<file path="config.mk">
export PLATFORM = sky130hd
export DESIGN_NAME = rs485_dir_ctrl
export DESIGN_NICKNAME = d
export VERILOG_FILES = /design/src/rtl/rs485_dir_pkg.sv /design/src/rtl/rs485_mode_regs.sv /design/src/rtl/rs485_tx_edge.sv /design/src/rtl/rs485_bit_timer.sv /design/src/rtl/rs485_frame_ctrl.sv /design/src/rtl/rs485_dir_ctrl.sv
export SDC_FILE = /design/constraint.sdc
export NUM_CORES = 1
export LEC_CHECK = 0
export BUFFER_PORTS_ARGS = -buffer_cell sky130_fd_sc_hd__buf_4
export CELL_PAD_IN_SITES_DETAIL_PLACEMENT = 1
export CELL_PAD_IN_SITES_GLOBAL_PLACEMENT = 2
export CORE_ASPECT_RATIO = 2
export CORE_MARGIN = 2
export CORE_UTILIZATION = 38
export DETAILED_ROUTE_END_ITERATION = 8
export GPL_TIMING_DRIVEN = 0
export PLACE_DENSITY_LB_ADDON = 0.1
export SLEW_MARGIN = 20
export SYNTH_ARGS = -nofsm -noshare
export SYNTH_HDL_FRONTEND = slang
export SYNTH_SLANG_ARGS = --single-unit
</file>
<file path="constraint.sdc">
create_clock -name clk_i -period 3.7 [get_ports clk_i]
set_input_delay 0.185 -clock clk_i [delete_from_list [all_inputs] [get_ports clk_i]]
set_output_delay 0.185 -clock clk_i [all_outputs]
set_load 0.05 [all_outputs]
</file>
<file path="src/rtl/rs485_dir_pkg.sv">
package rs485_dir_pkg;

  typedef enum logic [2:0] {
    MODE_RS232   = 3'd0,
    MODE_FULL    = 3'd1,
    MODE_RSV_A   = 3'd2,
    MODE_RSV_B   = 3'd3,
    MODE_HD_9K6  = 3'd4,
    MODE_HD_19K2 = 3'd5,
    MODE_HD_57K6 = 3'd6,
    MODE_HD_115K = 3'd7
  } mode_e;

  function automatic int unsigned baud_of(input logic [1:0] sel);
    case (sel)
      2'd0:    baud_of = 9600;
      2'd1:    baud_of = 19200;
      2'd2:    baud_of = 57600;
      default: baud_of = 115200;
    endcase
  endfunction

  function automatic logic is_half(input logic [2:0] m);
    is_half = m[2];
  endfunction

  function automatic logic is_full(input logic [2:0] m);
    is_full = (m == MODE_FULL);
  endfunction

endpackage

</file>
<file path="src/rtl/rs485_mode_regs.sv">
module rs485_mode_regs (
  input  logic       clk_i,
  input  logic       rst_ni,
  input  logic       wr_i,
  input  logic       rd_i,
  input  logic       addr_i,
  input  logic [2:0] wdata_i,
  output logic [2:0] rdata_o,
  output logic [2:0] mode_o,
  output logic       long_o
);
  logic [2:0] mode_q;
  logic       long_q;
  logic [2:0] rdata_q;

  always_ff @(posedge clk_i or negedge rst_ni) begin
    if (!rst_ni) begin
      mode_q <= 3'd0;
      long_q <= 1'b0;
    end else if (wr_i) begin
      if (addr_i) long_q <= wdata_i[0];
      else        mode_q <= wdata_i;
    end
  end

  always_ff @(posedge clk_i or negedge rst_ni) begin
    if (!rst_ni)   rdata_q <= 3'd0;
    else if (rd_i) rdata_q <= addr_i ? {2'b00, long_q} : mode_q;
  end

  assign rdata_o = rdata_q;
  assign mode_o  = mode_q;
  assign long_o  = long_q;
endmodule

</file>
<file path="src/rtl/rs485_tx_edge.sv">
module rs485_tx_edge (
  input  logic clk_i,
  input  logic rst_ni,
  input  logic tx_i,
  output logic fall_o
);
  logic s1_q, s2_q, d_q;

  always_ff @(posedge clk_i or negedge rst_ni) begin
    if (!rst_ni) begin
      s1_q <= 1'b1;
      s2_q <= 1'b1;
      d_q  <= 1'b1;
    end else begin
      s1_q <= tx_i;
      s2_q <= s1_q;
      d_q  <= s2_q;
    end
  end

  assign fall_o = d_q & ~s2_q;
endmodule

</file>
<file path="src/rtl/rs485_bit_timer.sv">
module rs485_bit_timer #(
  parameter int unsigned DIV_W = 13
) (
  input  logic             clk_i,
  input  logic             rst_ni,
  input  logic             restart_i,
  input  logic             run_i,
  input  logic [DIV_W-1:0] div_i,
  output logic             mid_o,
  output logic             end_o
);
  logic [DIV_W-1:0] cnt_q;
  logic [DIV_W-1:0] half;
  logic             last;

  assign half = div_i >> 1;
  assign last = (cnt_q == div_i - DIV_W'(1));

  always_ff @(posedge clk_i or negedge rst_ni) begin
    if (!rst_ni)        cnt_q <= '0;
    else if (restart_i) cnt_q <= '0;
    else if (run_i)     cnt_q <= last ? '0 : cnt_q + DIV_W'(1);
    else                cnt_q <= '0;
  end

  // mid-bit step and end-of-bit boundary
  assign mid_o = run_i && !restart_i && (cnt_q == half - DIV_W'(1));
  assign end_o = run_i && !restart_i && last;
endmodule

</file>
<file path="src/rtl/rs485_frame_ctrl.sv">
module rs485_frame_ctrl #(
  parameter int unsigned SHORT_BITS = 10,
  parameter int unsigned LONG_BITS  = 11,
  parameter int unsigned BIT_W      = 4
) (
  input  logic             clk_i,
  input  logic             rst_ni,
  input  logic             en_i,
  input  logic             long_i,
  input  logic             fall_i,
  input  logic             mid_i,
  input  logic             end_i,
  output logic             restart_o,
  output logic             busy_o,
  output logic [BIT_W-1:0] bits_o
);
  logic             busy_q;
  logic [BIT_W-1:0] bits_q;
  logic             start;

  // idle, or second half of the final stop bit
  assign start = en_i && fall_i && (!busy_q || bits_q == '0);

  always_ff @(posedge clk_i or negedge rst_ni) begin
    if (!rst_ni) begin
      busy_q <= 1'b0;
      bits_q <= '0;
    end else if (!en_i) begin
      busy_q <= 1'b0;
      bits_q <= '0;
    end else if (start) begin
      busy_q <= 1'b1;
      bits_q <= long_i ? BIT_W'(LONG_BITS) : BIT_W'(SHORT_BITS);
    end else if (busy_q) begin
      if (end_i && bits_q == '0)       busy_q <= 1'b0;
      else if (mid_i && bits_q != '0)  bits_q <= bits_q - BIT_W'(1);
    end
  end

  assign restart_o = start;
  assign busy_o    = busy_q;
  assign bits_o    = bits_q;
endmodule

</file>
<file path="src/rtl/rs485_dir_ctrl.sv">
module rs485_dir_ctrl
  import rs485_dir_pkg::*;
#(
  parameter int unsigned CLK_HZ     = 50_000_000,
  parameter int unsigned SHORT_BITS = 10,
  parameter int unsigned LONG_BITS  = 11
) (
  input  logic       clk_i,
  input  logic       rst_ni,
  input  logic       wr_i,
  input  logic       rd_i,
  input  logic       addr_i,
  input  logic [2:0] wdata_i,
  output logic [2:0] rdata_o,
  input  logic       tx_i,
  output logic       de_o,
  output logic       re_no
);
  localparam int unsigned DIV_MAX = CLK_HZ / 9600;
  localparam int unsigned DIV_W   = $clog2(DIV_MAX + 1);
  localparam int unsigned BIT_W   = $clog2(LONG_BITS + 1);

  logic [2:0]       mode_w;
  logic             long_w;
  logic             fall_w;
  logic             restart_w, busy_w, mid_w, end_w;
  logic [BIT_W-1:0] bits_w;
  logic [DIV_W-1:0] div_tab [4];
  logic [DIV_W-1:0] div_w;
  logic             half_w, full_w;

  for (genvar g = 0; g < 4; g++) begin : g_div
    localparam int unsigned D = CLK_HZ / baud_of(2'(g));
    assign div_tab[g] = DIV_W'(D);
  end

  assign div_w  = div_tab[mode_w[1:0]];
  assign half_w = is_half(mode_w);
  assign full_w = is_full(mode_w);

  rs485_mode_regs u_regs (
    .clk_i, .rst_ni, .wr_i, .rd_i, .addr_i, .wdata_i, .rdata_o,
    .mode_o(mode_w), .long_o(long_w)
  );

  rs485_tx_edge u_edge (
    .clk_i, .rst_ni, .tx_i, .fall_o(fall_w)
  );

  rs485_bit_timer #(.DIV_W(DIV_W)) u_timer (
    .clk_i, .rst_ni, .restart_i(restart_w), .run_i(busy_w),
    .div_i(div_w), .mid_o(mid_w), .end_o(end_w)
  );

  rs485_frame_ctrl #(
    .SHORT_BITS(SHORT_BITS), .LONG_BITS(LONG_BITS), .BIT_W(BIT_W)
  ) u_frame (
    .clk_i, .rst_ni, .en_i(half_w), .long_i(long_w), .fall_i(fall_w),
    .mid_i(mid_w), .end_i(end_w), .restart_o(restart_w),
    .busy_o(busy_w), .bits_o(bits_w)
  );

  assign de_o  = full_w | (half_w & busy_w);
  assign re_no = half_w & busy_w;
endmodule

</file>
; ---- After elaboration in Yosys (flattened, before gate mapping)
; Cells that the tools add are included.
[totals]
word_cells = 58
reg_bits = 28
output_inout_bits = 5
inputBits = 9
[classes]
reduce_logical = 15
n_bitwise = 6
addsub = 4
n_eq_ne = 6
mux = 17
order_cmp = 1
[op_table]
columns = operator, count
row1 = $mux 13, 5
row2 = $bmux 13 s2, 1
row3 = $eq 13x13->1, 2
row4 = $mux 4, 5
row5 = $add 13x1->13 const B, 1
row6 = $sub 12x1->13 const B, 1
row7 = $sub 13x1->13 const B, 1
row8 = $logic_and 1x1->1, 7
row9 = $ne 3x1->1 const B, 2
row10 = $mux 1, 5
row11 = $logic_not 4->1, 1
row12 = $reduce_and 2->1, 2
row13 = $reduce_bool 4->1, 1
row14 = $sub 4x1->4 const B, 1
row15 = $eq 3x1->1 const B, 1
row16 = $ge 3x3->1 const B, 1
row17 = $mux 3, 1
row18 = $ne 3x3->1 const B, 1
row19 = $not 2->3, 1
row20 = $reduce_and 3->1, 1
row21 = $and 1x1->1, 2
row22 = $logic_not 1->1, 2
row23 = $not 1->1, 2
row24 = $logic_or 1x1->1, 1
row25 = $or 1x1->1, 1

; ---- Depth between registers and ports, before layout
; Gate-level depths: netlist of the first run.
[depth]
depth_word = 13
ltp_mapped = 8
ltp_nobuf = 7

; ---- By module
; Synthesis of the first run repeated with hierarchy kept, for this count alone.
[unflattened]
hier_cells = 248
area_unflattened_um2 = 2285.9
[by_module_without_submodules]
columns = module, cells_each, area_each_um2, n_inst
row1 = rs485_bit_timer, 172, 1438.9, 1
row2 = rs485_frame_ctrl, 37, 360.3, 1
row3 = rs485_mode_regs, 22, 284.0, 1
row4 = rs485_dir_ctrl, 13, 110.1, 1
row5 = rs485_tx_edge, 4, 92.6, 1

; ---- Least setup slack after synthesis of the first run
; No wires, ideal clock.
[synth_timing]
path_kind = register to register
startpoint = register u_regs.mode_q[1], in the netlist u_regs.mode_o[1]
endpoint = register u_frame.bits_q[2], in the netlist u_frame.bits_o[2]
setup_slack_ns = 0.988
synth_period_minus_slack_ns = 2.712
t_arrival_ns = 2.635
setup_ns = 0.077
t_required_ns = 3.623
path_stages_with_launch = 9
path_cell_list = dfrtp_1 > inv_1 > ha_1 > and4b_1 > xnor3_1 > or4_1 > buf_2 > or4_1 > a21oi_1
[synth_between]
elab_chain_cells = 10
[synth_rtl]
columns = element, line
row1 = start: declaration, rs485_mode_regs.sv:12  ; logic [2:0] mode_q;
row2 = start signal: assignment, rs485_mode_regs.sv:22  ; else mode_q <= wdata_i;
row3 = $not 2->3 (implied by the code) (*), rs485_dir_ctrl.sv:37  ; assign div_w = div_tab[mode_w[1:0]];
row4 = $bmux 13 s2 (*), rs485_dir_ctrl.sv:37
row5 = $mux 13 (implied by the code) (*) (2 in series), rs485_dir_ctrl.sv:37
row6 = $sub 13x1->13 or $sub 12x1->13 (tied branches), "rs485_bit_timer.sv:17, rs485_bit_timer.sv:27"
row7 = $eq 13x13->1 (on tied branches), "rs485_bit_timer.sv:17, rs485_bit_timer.sv:27"
row8 = $logic_and 1x1->1 (on tied branches), "rs485_bit_timer.sv:28, rs485_bit_timer.sv:27"
row9 = $logic_and 1x1->1 (on tied branches), "rs485_frame_ctrl.sv:35, rs485_frame_ctrl.sv:36"
row10 = $ne 3x3->1 (no source line) or $ne 3x1->1 (tied branches), --
row11 = $reduce_and 3->1 (no source line) (*), --
row12 = end signal: assignment, rs485_frame_ctrl.sv:33  ; bits_q <= long_i ? BIT_W'(LONG_BITS) : BIT_W'(SHORT_BITS);
row13 = end signal: assignment, rs485_frame_ctrl.sv:36  ; else if (mid_i && bits_q != '0) bits_q <= bits_q - BIT_W'(1);
row14 = end: declaration, rs485_frame_ctrl.sv:18  ; logic [BIT_W-1:0] bits_q;
; Every way passes the cells marked *; elsewhere a longest branch is shown, timed or not. The select of a mux whose other input is x is not followed.
; A chain may end at the register's enable or synchronous reset.

; ---- Worst setup path in the final report of the first run
; Ends and elaborated chain as after synthesis.

==> results of run 1 <==
## power by group through the flow
stage	clock network [W]	registers, W	logic (W)
floorplan	0	0.000361	0.000102
global placement	0	0.000351	0.000164
detailed placement	0	0.000354	0.000168
CTS	0.000197	0.000347	0.000170
global route	0.000209	0.000351	0.000187
finish	0.000190	0.000346	0.000167
## routing by layer
layer,wire [um],vias to the layer above
met3,70,4
met4,55,0
li1,-,607
met2,2310,12
met1,1280,628
met5,0,-
## final timing paths
kind                       slack (ns)        startpoint           endpoint  cells after the start
max                              0.73  u_regs.mode_o[1]  u_frame.bits_o[2]                      8
min                              0.11              rd_i  u_regs.rdata_o[0]                      2
max reg2reg                      0.73  u_regs.mode_o[1]  u_frame.bits_o[2]                      8
min reg2reg                      0.37       u_edge.s1_q        u_edge.s2_q                      0
max in group asynchronous        3.03            rst_ni        u_edge.s2_q                      2
min in group asynchronous        0.36            rst_ni   u_timer.cnt_q[4]                      2
## cells by family after synthesis
| logic type | count (synthesis) | synth area share (%) |
|---|---|---|
| simple gates | 61 | 20.2 |
| flops | 28 | 43.1 |
| compound gates | 26 | 10.5 |
| xor+xnor | 22 | 12.6 |
| buf+inv | 14 | 3.29 |
| fa+ha+maj | 10 | 7.65 |
| mux | 4 | 2.68 |
## cell usage in the layout (no fill, tap or decap), drive strengths merged, types with 3 or more instances in the layout
cell type	instances
o21ai	8
nand3	6
xor2	12
a21boi	3
dfstp	3
buf	14
ha	10
o31a	3
mux2	3
dfrtp	25
nand2	9
nor2	17
xnor2	9
inv	8
clkbuf	9
and3	8
a21oi	4
## through the flow
| stage | area (sq um) | setup slack, ns |
|---|---|---|
| 6_report | 1870 | 0.727 |
| 5_1_grt | 1870 | 0.510 |
| 4_1_cts | 1860 | 0.694 |
| 3_5_place_dp | 1800 | 0.718 |
| 3_3_place_gp | 1800 | 0.792 |
| 2_1_floorplan | 1640 | 0.988 |
## final cells by class
type                            count  share of cell area [%]
Clock buffer                        4                    2.94
Inverter                            8                    1.60
Tap cell                           52                    3.47
Timing Repair Buffer               15                    6.28
Buffer                              6                    1.27
Multi-Input combinational cell    123                    46.8
Sequential cell                    28                    37.6
## registers in the layout, indices dropped and copies added, names as in the netlist
name and flops:
u_timer.cnt_q 13, u_frame.bits_o 4, u_regs.mode_o 3, u_regs.rdata_o 3, u_edge.d_q 1, u_edge.s1_q 1, u_edge.s2_q 1, u_frame.busy_o 1
u_regs.long_o 1
==> metrics.txt, run 1 <==
Slew headroom 61.6%; PwrDens ~380 nW/um^2; die area 4880 sq um; # DRC 0; WP data arrival ~3.2 ns; slowest CP cell dfrtp_1; nets roughly 200; CTS tree built; CP Class register to register; Mapped Cells about 170; unrepaired setup endpoints after global routing no; M3 GR Usage under 10%; #FFs+latches synth 28; WHS 0.115 ns; n_diodes 0; ys flop type dfrtp_1; Core Area a little over 4000 sq um; GR Util met2 between 30% and 40%; CP startpoint kind register; H-tree depth 1; Worst IR Drop VDD roughly 0.00025 V; Avg WL per Cell 15.7 um; root cell of the clock tree clkbuf_8; Crit path top cell by count or4_1; area leader, netlist dfrtp_1; gp weighted congestion just over 0.7; clk sinks 28; Yosys top cell area share 38.3%; sequential cell area 704 sq um; DR iter-0 viols 22; clock-pin slew on the worst setup and hold paths about 0.10 ns; grt total ovfl 0; FFs w/ async S/R, synth 100%; # resized after CTS 0; power share of the combinational group about a quarter; clock share of power between 20% and 30%; Multi-input gate area 877 sq um; die width 50.4 um; post-synth cell types 40; Syn Area/Cell slightly below 10 sq um; Post-synth EDFFs 0; LEAKAGE about 0.86 nW; cts hold-fix bufs 1; Flop pwr share 49.2%; worst-margin pin slew around 0.57 ns; Switch Pwr about 0.00022 W; Vias roughly 1300; fin cells ~240; hpwl dp around 3000 um; Post-synth top cells 25 x dfrtp_1, 17 x nor2_1, 12 x xor2_1, 10 x ha_1; Max clock buf depth 2; WP buf/inv 2; initial antenna violation count 0; worst-path fanout max 8; Post-CTS Setup Bufs 0; endpoints failing setup 0; routed vias/inst 5.30; most common cell in the netlist dfrtp_1; Largest stage delay, worst path 0.49 ns; crit-path leading delay family simple AND/OR/NAND/NOR gates; first-pass GRT wire length roughly 6300 um; num rows 33; CTS Buf Count 3; Area Growth Syn to Fin 14.5%; effective utilization at floorplan between 30% and 40%; skew final about 0.0060 ns; Max Cap Viol 0; Tmin final around 3 ns; Sw Share a little under a third; fin. max-slew vios 0; total track usage 16.8%; DP Cell Count 230; share of layout cells above drive strength 1 between 10 and 15%; # port buffers 13; fin util a little under half; clk_lat worst skew ~0.28 ns; # IOs 14; first-pass iteration count of the detailed router 3; largest net degree at the start of global routing 29; Seq/Total Area, Yosys 43.1%; Crit. End Element register; Fillers 493; Final Hold Fails 0; crit path cell chain inv_1, ha_1, and4b_1, xnor3_1, or4_1, buf_2, or4_1, a21oi_1; Post-Syn Nets between 150 and 200; GRT met1 Usage 16.2%; status finished, final reports clean; path type of the worst min-delay path primary input to register; Die H between 90 and 100 um; vias in the first global route 1383; final wirelength roughly 3700 um; ranking of synthesized cells by area dfrtp_1 38%, ha_1 7.7%, xor2_1 6.4%, dfstp_2 4.8%, xnor2_1 4.8%; post-route ant nets 0; Power, Total 0.000704 W; Int Pwr between 0.0004 and 0.0005 W; WP data required slightly below 4 ns; setup_tns 0 ns; busiest layer in global routing met2; yosys warns 0; Period Utilization, post-route between 80 and 90%; cell area after synthesis approximately 1600 sq um; timing-limited maximum frequency around 0.34 GHz
Note: power is estimated with default switching activity, not from simulation.
==> run 2, diff against run 1 <==
==> constraint.sdc (replaced) <==
create_clock -name clk_i -period 2.74 [get_ports clk_i]
set_input_delay 0.137 -clock clk_i [delete_from_list [all_inputs] [get_ports clk_i]]
set_output_delay 0.137 -clock clk_i [all_outputs]
set_load 0.05 [all_outputs]
==> run 2 against run 1 <==
- fmax is 11% higher
- clock-buffer cell count stayed put
- largest power group unchanged
- global-route usage is 0.78 points higher
- via count is 3.3% higher
- critical path depth is 1 higher
- sequential cell count stayed put
- combinational power is 62% higher
- clock power is 35% higher
==> metrics.txt, run 2 (synthesis results as in run 1) <==
Max Cap Viol 0 (unchanged); CP Class register to register; die width 50.4 um (unchanged); met1 wire length 1320 um (+3.1%); fin util 47.7% (+2.4 points); Max clock buf depth 2 (unchanged); first-pass iteration count of the detailed router 2 (-1); Slew headroom 62.5% (+0.94 points); largest net degree at the start of global routing 29 (unchanged); hpwl dp 2950 um (unchanged); post-route ant nets 0 (unchanged); most common cell after layout, fill and taps aside dfrtp_1; PwrDens 503 nW/um^2 (+34%); first-pass GRT wire length 6600 um (+4.6%); H-tree depth 1 (unchanged); # DRC 0 (unchanged); Crit. End Element register; Fillers 486 (-1.4%); Largest Register u_timer.cnt_q; CTS tree built; share of layout cells above drive strength 1 23.6% (+9.4 points); Die H 96.8 um (unchanged); num rows 33 (unchanged); root cell of the clock tree clkbuf_8; LEAKAGE 0.901 nW (+4.7%); grt total ovfl 0 (unchanged); status finished, final reports clean; Area Growth Syn to Fin 20.5%; initial antenna violation count 0 (unchanged); Largest register FFs 13 (unchanged); die area 4880 sq um (unchanged); met3 wire len 75 um (+7.1%); most frequent cells in the layout 23 x dfrtp_1, 20 x buf_4, 16 x nor2_1, 12 x xor2_1; met2 wire length 2420 um (+5.0%); Worst IR Drop VDD 0.000338 V (+35%); gp weighted congestion 0.719 (unchanged); total track usage 17.6% (+0.78 points); clock-pin slew on the worst setup and hold paths 0.10 ns (about the same); Tmin final 2.67 ns (-0.298 ns); fin cells 243 (+3.0%); CTS Buf Count 3 (unchanged); Period Utilization, post-route 97.6% (+17 points); DP Cell Count 230 (unchanged); WP data arrival 2.88 ns (-0.30 ns); routed vias/inst 5.32 (+0.30%); Vias 1292 (+3.3%); endpoints failing setup 0 (unchanged); Core Area 4130 sq um (unchanged); DR iter-0 viols 33 (+50%); WP data required 2.95 ns (-0.95 ns); CP startpoint kind register; fin. max-slew vios 0 (unchanged); timing-limited maximum frequency 0.374 GHz (+11%); final wirelength 3870 um (+4.3%); # IOs 14 (unchanged); clk sinks 28 (unchanged); vias in the first global route 1427 (+3.2%); nets 211 (+3.4%); highest routed layer met4; path type of the worst min-delay path primary input to register; # port buffers 13 (unchanged); effective utilization at floorplan 39.6% (unchanged); skew final 0.00645 ns (+0.000405 ns); worst-path fanout max 8 (unchanged); clk_lat worst skew 0.28 ns (about the same); worst-margin pin slew 0.558 ns (-0.0129 ns); n_diodes 0 (unchanged); Avg WL per Cell 15.9 um (+1.3%); Final Hold Fails 0 (unchanged)
[run 2: cell type report]
class                      instances  area, sq um  share of cell area (%)
buffer                             6         30.0                    1.52
timing repair buffer              22          170                    8.63
sequential                        28          707                    35.9
tap                               52         65.1                    3.30
inverter                           8         30.0                    1.52
multi-input combinational        123          913                    46.3
clock buffer                       4         55.1                    2.79
[run 2: power by group]
part	switching (W)	leakage, nW	internal, W	total, W
combinational	0.000153	0.509	0.000117	0.000270
sequential	0.0000242	0.363	0.000441	0.000466
clock	0.000128	0.0288	0.000129	0.000257
total	0.000305	0.901	0.000687	0.000992
[run 2: worst max-delay path, cell delays in order, from the launching register on]
cell and delay [ns]:
dfrtp_2 0.43, buf_4 0.15, buf_4 0.14, ha_2 0.17, nor2_2 0.16, xnor3_1 0.32, or4_4 0.49, buf_6 0.15
or4_4 0.47, a21oi_2 0.13
[run 2: worst paths after layout]
check / start / to / slack, ns / depth (start not counted)
worst min register to register: u_edge.s1_q / u_edge.s2_q / 0.36 / 0
min in group asynchronous: rst_ni / u_frame.bits_o[2] / 0.32 / 2
worst max-delay path: u_regs.mode_o[1] / u_frame.bits_o[2] / 0.07 / 9
max in group asynchronous: rst_ni / u_edge.s2_q / 2.11 / 2
worst min-delay path: rd_i / u_regs.rdata_o[0] / 0.07 / 2
worst max register to register: u_regs.mode_o[1] / u_frame.bits_o[2] / 0.07 / 9
[run 2: per-layer routing]
metal	vias up	global-route usage, %
met5	-	0
met4	0	6.03
met3	5	2.16
met2	13	35.4
met1	650	17.1
li1	624	-
[run 2: through the flow]
step | area [sq um] | worst slack, ns | setup TNS [ns] | total power [W] | hold slack, ns
6_report | 1970 | 0.0654 | 0 | 0.000992 | 0.0654
5_1_grt | 1970 | -0.0173 | -0.0173 | 0.00105 | 0.0727
4_1_cts | 1940 | 0.00194 | 0 | 0.000992 | 0.0661
3_5_place_dp | 1800 | -0.242 | -1.54 | 0.000705 | 0.0792
3_3_place_gp | 1800 | -0.168 | -0.603 | 0.000695 | 0.0731
2_1_floorplan | 1640 | 0.0280 | 0 | 0.000625 | -0.159
[run 2: timing repair]
item,4_1_cts,5_1_grt
hold buffers,2,0
pin swaps,0,3
hold endpoints to repair,26,0
resized for setup,7,7
buffers inserted,6,1
setup endpoints to repair,14,13
==> run 3, diff against run 2 <==
--- a/config.mk
+++ b/config.mk
@@ -13,7 +13,7 @@
 export CORE_UTILIZATION = 38
 export DETAILED_ROUTE_END_ITERATION = 8
 export GPL_TIMING_DRIVEN = 0
-export PLACE_DENSITY_LB_ADDON = 0.1
+export PLACE_DENSITY = 0.81
 export SLEW_MARGIN = 20
 export SYNTH_ARGS = -nofsm -noshare
 export SYNTH_HDL_FRONTEND = slang
==> run 3 against run 2 <==
- routed wire length rose by 5.7%
- via count rose by 0.85%
- die area did not move
- sequential cell count did not move
- combinational power fell by 4%
- total power fell by 2.6%
- utilization fell by 0.64 points
- non-clock buffer count fell by 2
- highest routed layer unchanged
- clock skew fell by 0.0020 ns
- global-route usage rose by 0.69 points
- hold slack got worse by 0.0086 ns
- register-to-register slack barely moved
==> metrics.txt, run 3 (synthesis results as in run 1) <==
Slew headroom 62.4% (-0.16 points); CP startpoint kind register; effective utilization at floorplan 39.6% (unchanged); status finished, final reports clean; # IOs 14 (unchanged); first-pass iteration count of the detailed router 3 (+1); hold depth 2 (unchanged); register-to-register setup slack 0.05 ns (about the same); largest net degree at the start of global routing 29 (unchanged); root cell of the clock tree clkbuf_8; Die H 96.8 um (unchanged); Hold Path End u_regs.rdata_o[0]; n_diodes 0 (unchanged); Max clock buf depth 2 (unchanged); hpwl dp 3040 um (+2.9%); fin. max-slew vios 0 (unchanged); Area Growth Syn to Fin 18.9%; most frequent cells in the layout 23 x dfrtp_1, 19 x buf_4, 17 x nor2_1, 12 x xor2_1; Worst R2R End u_frame.bits_o[2]; die area 4880 sq um (unchanged); first-pass GRT wire length 6840 um (+3.5%); Tmin final 2.69 ns (+0.0140 ns); die width 50.4 um (unchanged); timing-limited maximum frequency 0.372 GHz (-0.52%); worst-path fanout max 8 (unchanged); # port buffers 13 (unchanged); post-route cell area 1940 sq um (-1.3%); Final Hold Fails 0 (unchanged); clk sinks 28 (unchanged); sequential cell area 707 sq um (unchanged); initial antenna violation count 0 (unchanged); unrepaired setup endpoints after global routing yes; fin cells 241 (-0.82%); origin of the critical flop-to-flop path u_regs.mode_o[0]; LEAKAGE 0.880 nW (-2.3%); num rows 33 (unchanged); Period Utilization, post-route 98.1% (+0.51 points); Avg WL per Cell 17.0 um (+6.6%); Fillers 473 (-2.7%); Max Cap Viol 0 (unchanged); CP Class register to register; CTS tree built; endpoints failing setup 0 (unchanged); Crit. End Element register; H-tree depth 1 (unchanged); WP data arrival 2.90 ns (+0.02 ns); Largest register FFs 13 (unchanged); PwrDens 497 nW/um^2 (-1.3%); DP Cell Count 230 (unchanged); clock-pin slew on the worst setup and hold paths 0.10 ns (about the same); final wirelength 4090 um (+5.7%); Multi-input gate area 910 sq um (-0.41%); worst-margin pin slew 0.561 ns (+0.00246 ns); # DRC 0 (unchanged); fin util 47.1% (-0.64 points); clk_lat worst skew 0.28 ns (about the same); path type of the worst min-delay path primary input to register; post-route ant nets 0 (unchanged); CTS Buf Count 3 (unchanged); grt total ovfl 0 (unchanged); total track usage 18.3% (+0.69 points); Largest Register u_timer.cnt_q; Core Area 4130 sq um (unchanged); vias in the first global route 1449 (+1.5%); WP data required 2.95 ns (about the same); Post-Place Cell Area 1800 sq um (unchanged); DR iter-0 viols 16 (-52%); share of layout cells above drive strength 1 20.6% (-2.9 points); R2R depth 8 (-1); nets 209 (-0.95%); Power, Total 0.000966 W (-2.6%); most common cell after layout, fill and taps aside dfrtp_1; Vias 1303 (+0.85%); WHS 0.0568 ns (-0.00858 ns); routed vias/inst 5.41 (+1.7%); gp weighted congestion 0.713 (-0.78%); Worst IR Drop VDD 0.000287 V (-15%); skew final 0.00445 ns (-0.00200 ns); min-delay src rd_i
[run 3: cell count changes in the layout (fill, tap and decap cells not counted), sizes merged]
| cell | previous run | this run |
|---|---|---|
| buf | 21 | 19 |
[run 3: power breakdown]
part / switching, W / internal (W) / total, W
clock network: 0.000135 / 0.000105 / 0.000239
registers: 0.0000278 / 0.000441 / 0.000469
logic: 0.000150 / 0.000108 / 0.000258
total: 0.000312 / 0.000654 / 0.000966
[run 3: final cells by class]
type	instances	share of cell area [%]
sequential	28	36.4
tap	52	3.35
multi-input combinational	123	46.8
buffer	6	1.42
inverter	8	1.80
clock buffer	4	2.32
timing repair buffer	20	7.98
[run 3: worst max-delay path by stage]
stage                           from                 to  slack, ns  depth (start not counted)
finish              u_regs.mode_o[0]  u_frame.bits_o[2]       0.05                          8
global route        u_regs.mode_o[0]  u_frame.bits_o[2]      -0.10                          8
floorplan           u_regs.mode_o[1]  u_frame.bits_o[2]       0.03                          8
detailed placement  u_regs.mode_o[1]  u_frame.bits_o[2]      -0.27                          8
global placement    u_regs.mode_o[1]  u_frame.bits_o[2]      -0.22                          8
CTS                 u_regs.mode_o[1]  u_frame.bits_o[2]      0.002                          8
[run 3: timing repair]
action | CTS | global route
pin swaps | 1 | 1
gates resized for setup | 8 | 6
setup endpoints to repair | 14 | 11
endpoints found under the hold margin | 26 | 0
buffers inserted | 4 | 1
hold buffers | 2 | 0
[run 3: per-layer routing]
metal	vias up	routed length, um	GRT usage, %
met5	-	0	0
li1	617	-	-
met2	13	2530	36.2
met3	5	52	1.85
met4	0	67	6.65
met1	668	1440	18.4
[run 3: critical path, stage by stage (launching register included)]
cell     delay [ns]
dfrtp_2        0.45
inv_4          0.07
ha_4           0.28
and4b_1        0.24
xnor3_1        0.30
or4_1          0.49
buf_4          0.18
or4_1          0.46
a21oi_1        0.15
[run 3: metrics by stage]
step / worst slack, ns / setup TNS [ns]
floorplan: 0.0280 / 0
global placement: -0.218 / -1.19
detailed placement: -0.275 / -2.24
CTS: 0.00234 / 0
global route: -0.100 / -0.100
finish: 0.0513 / 0
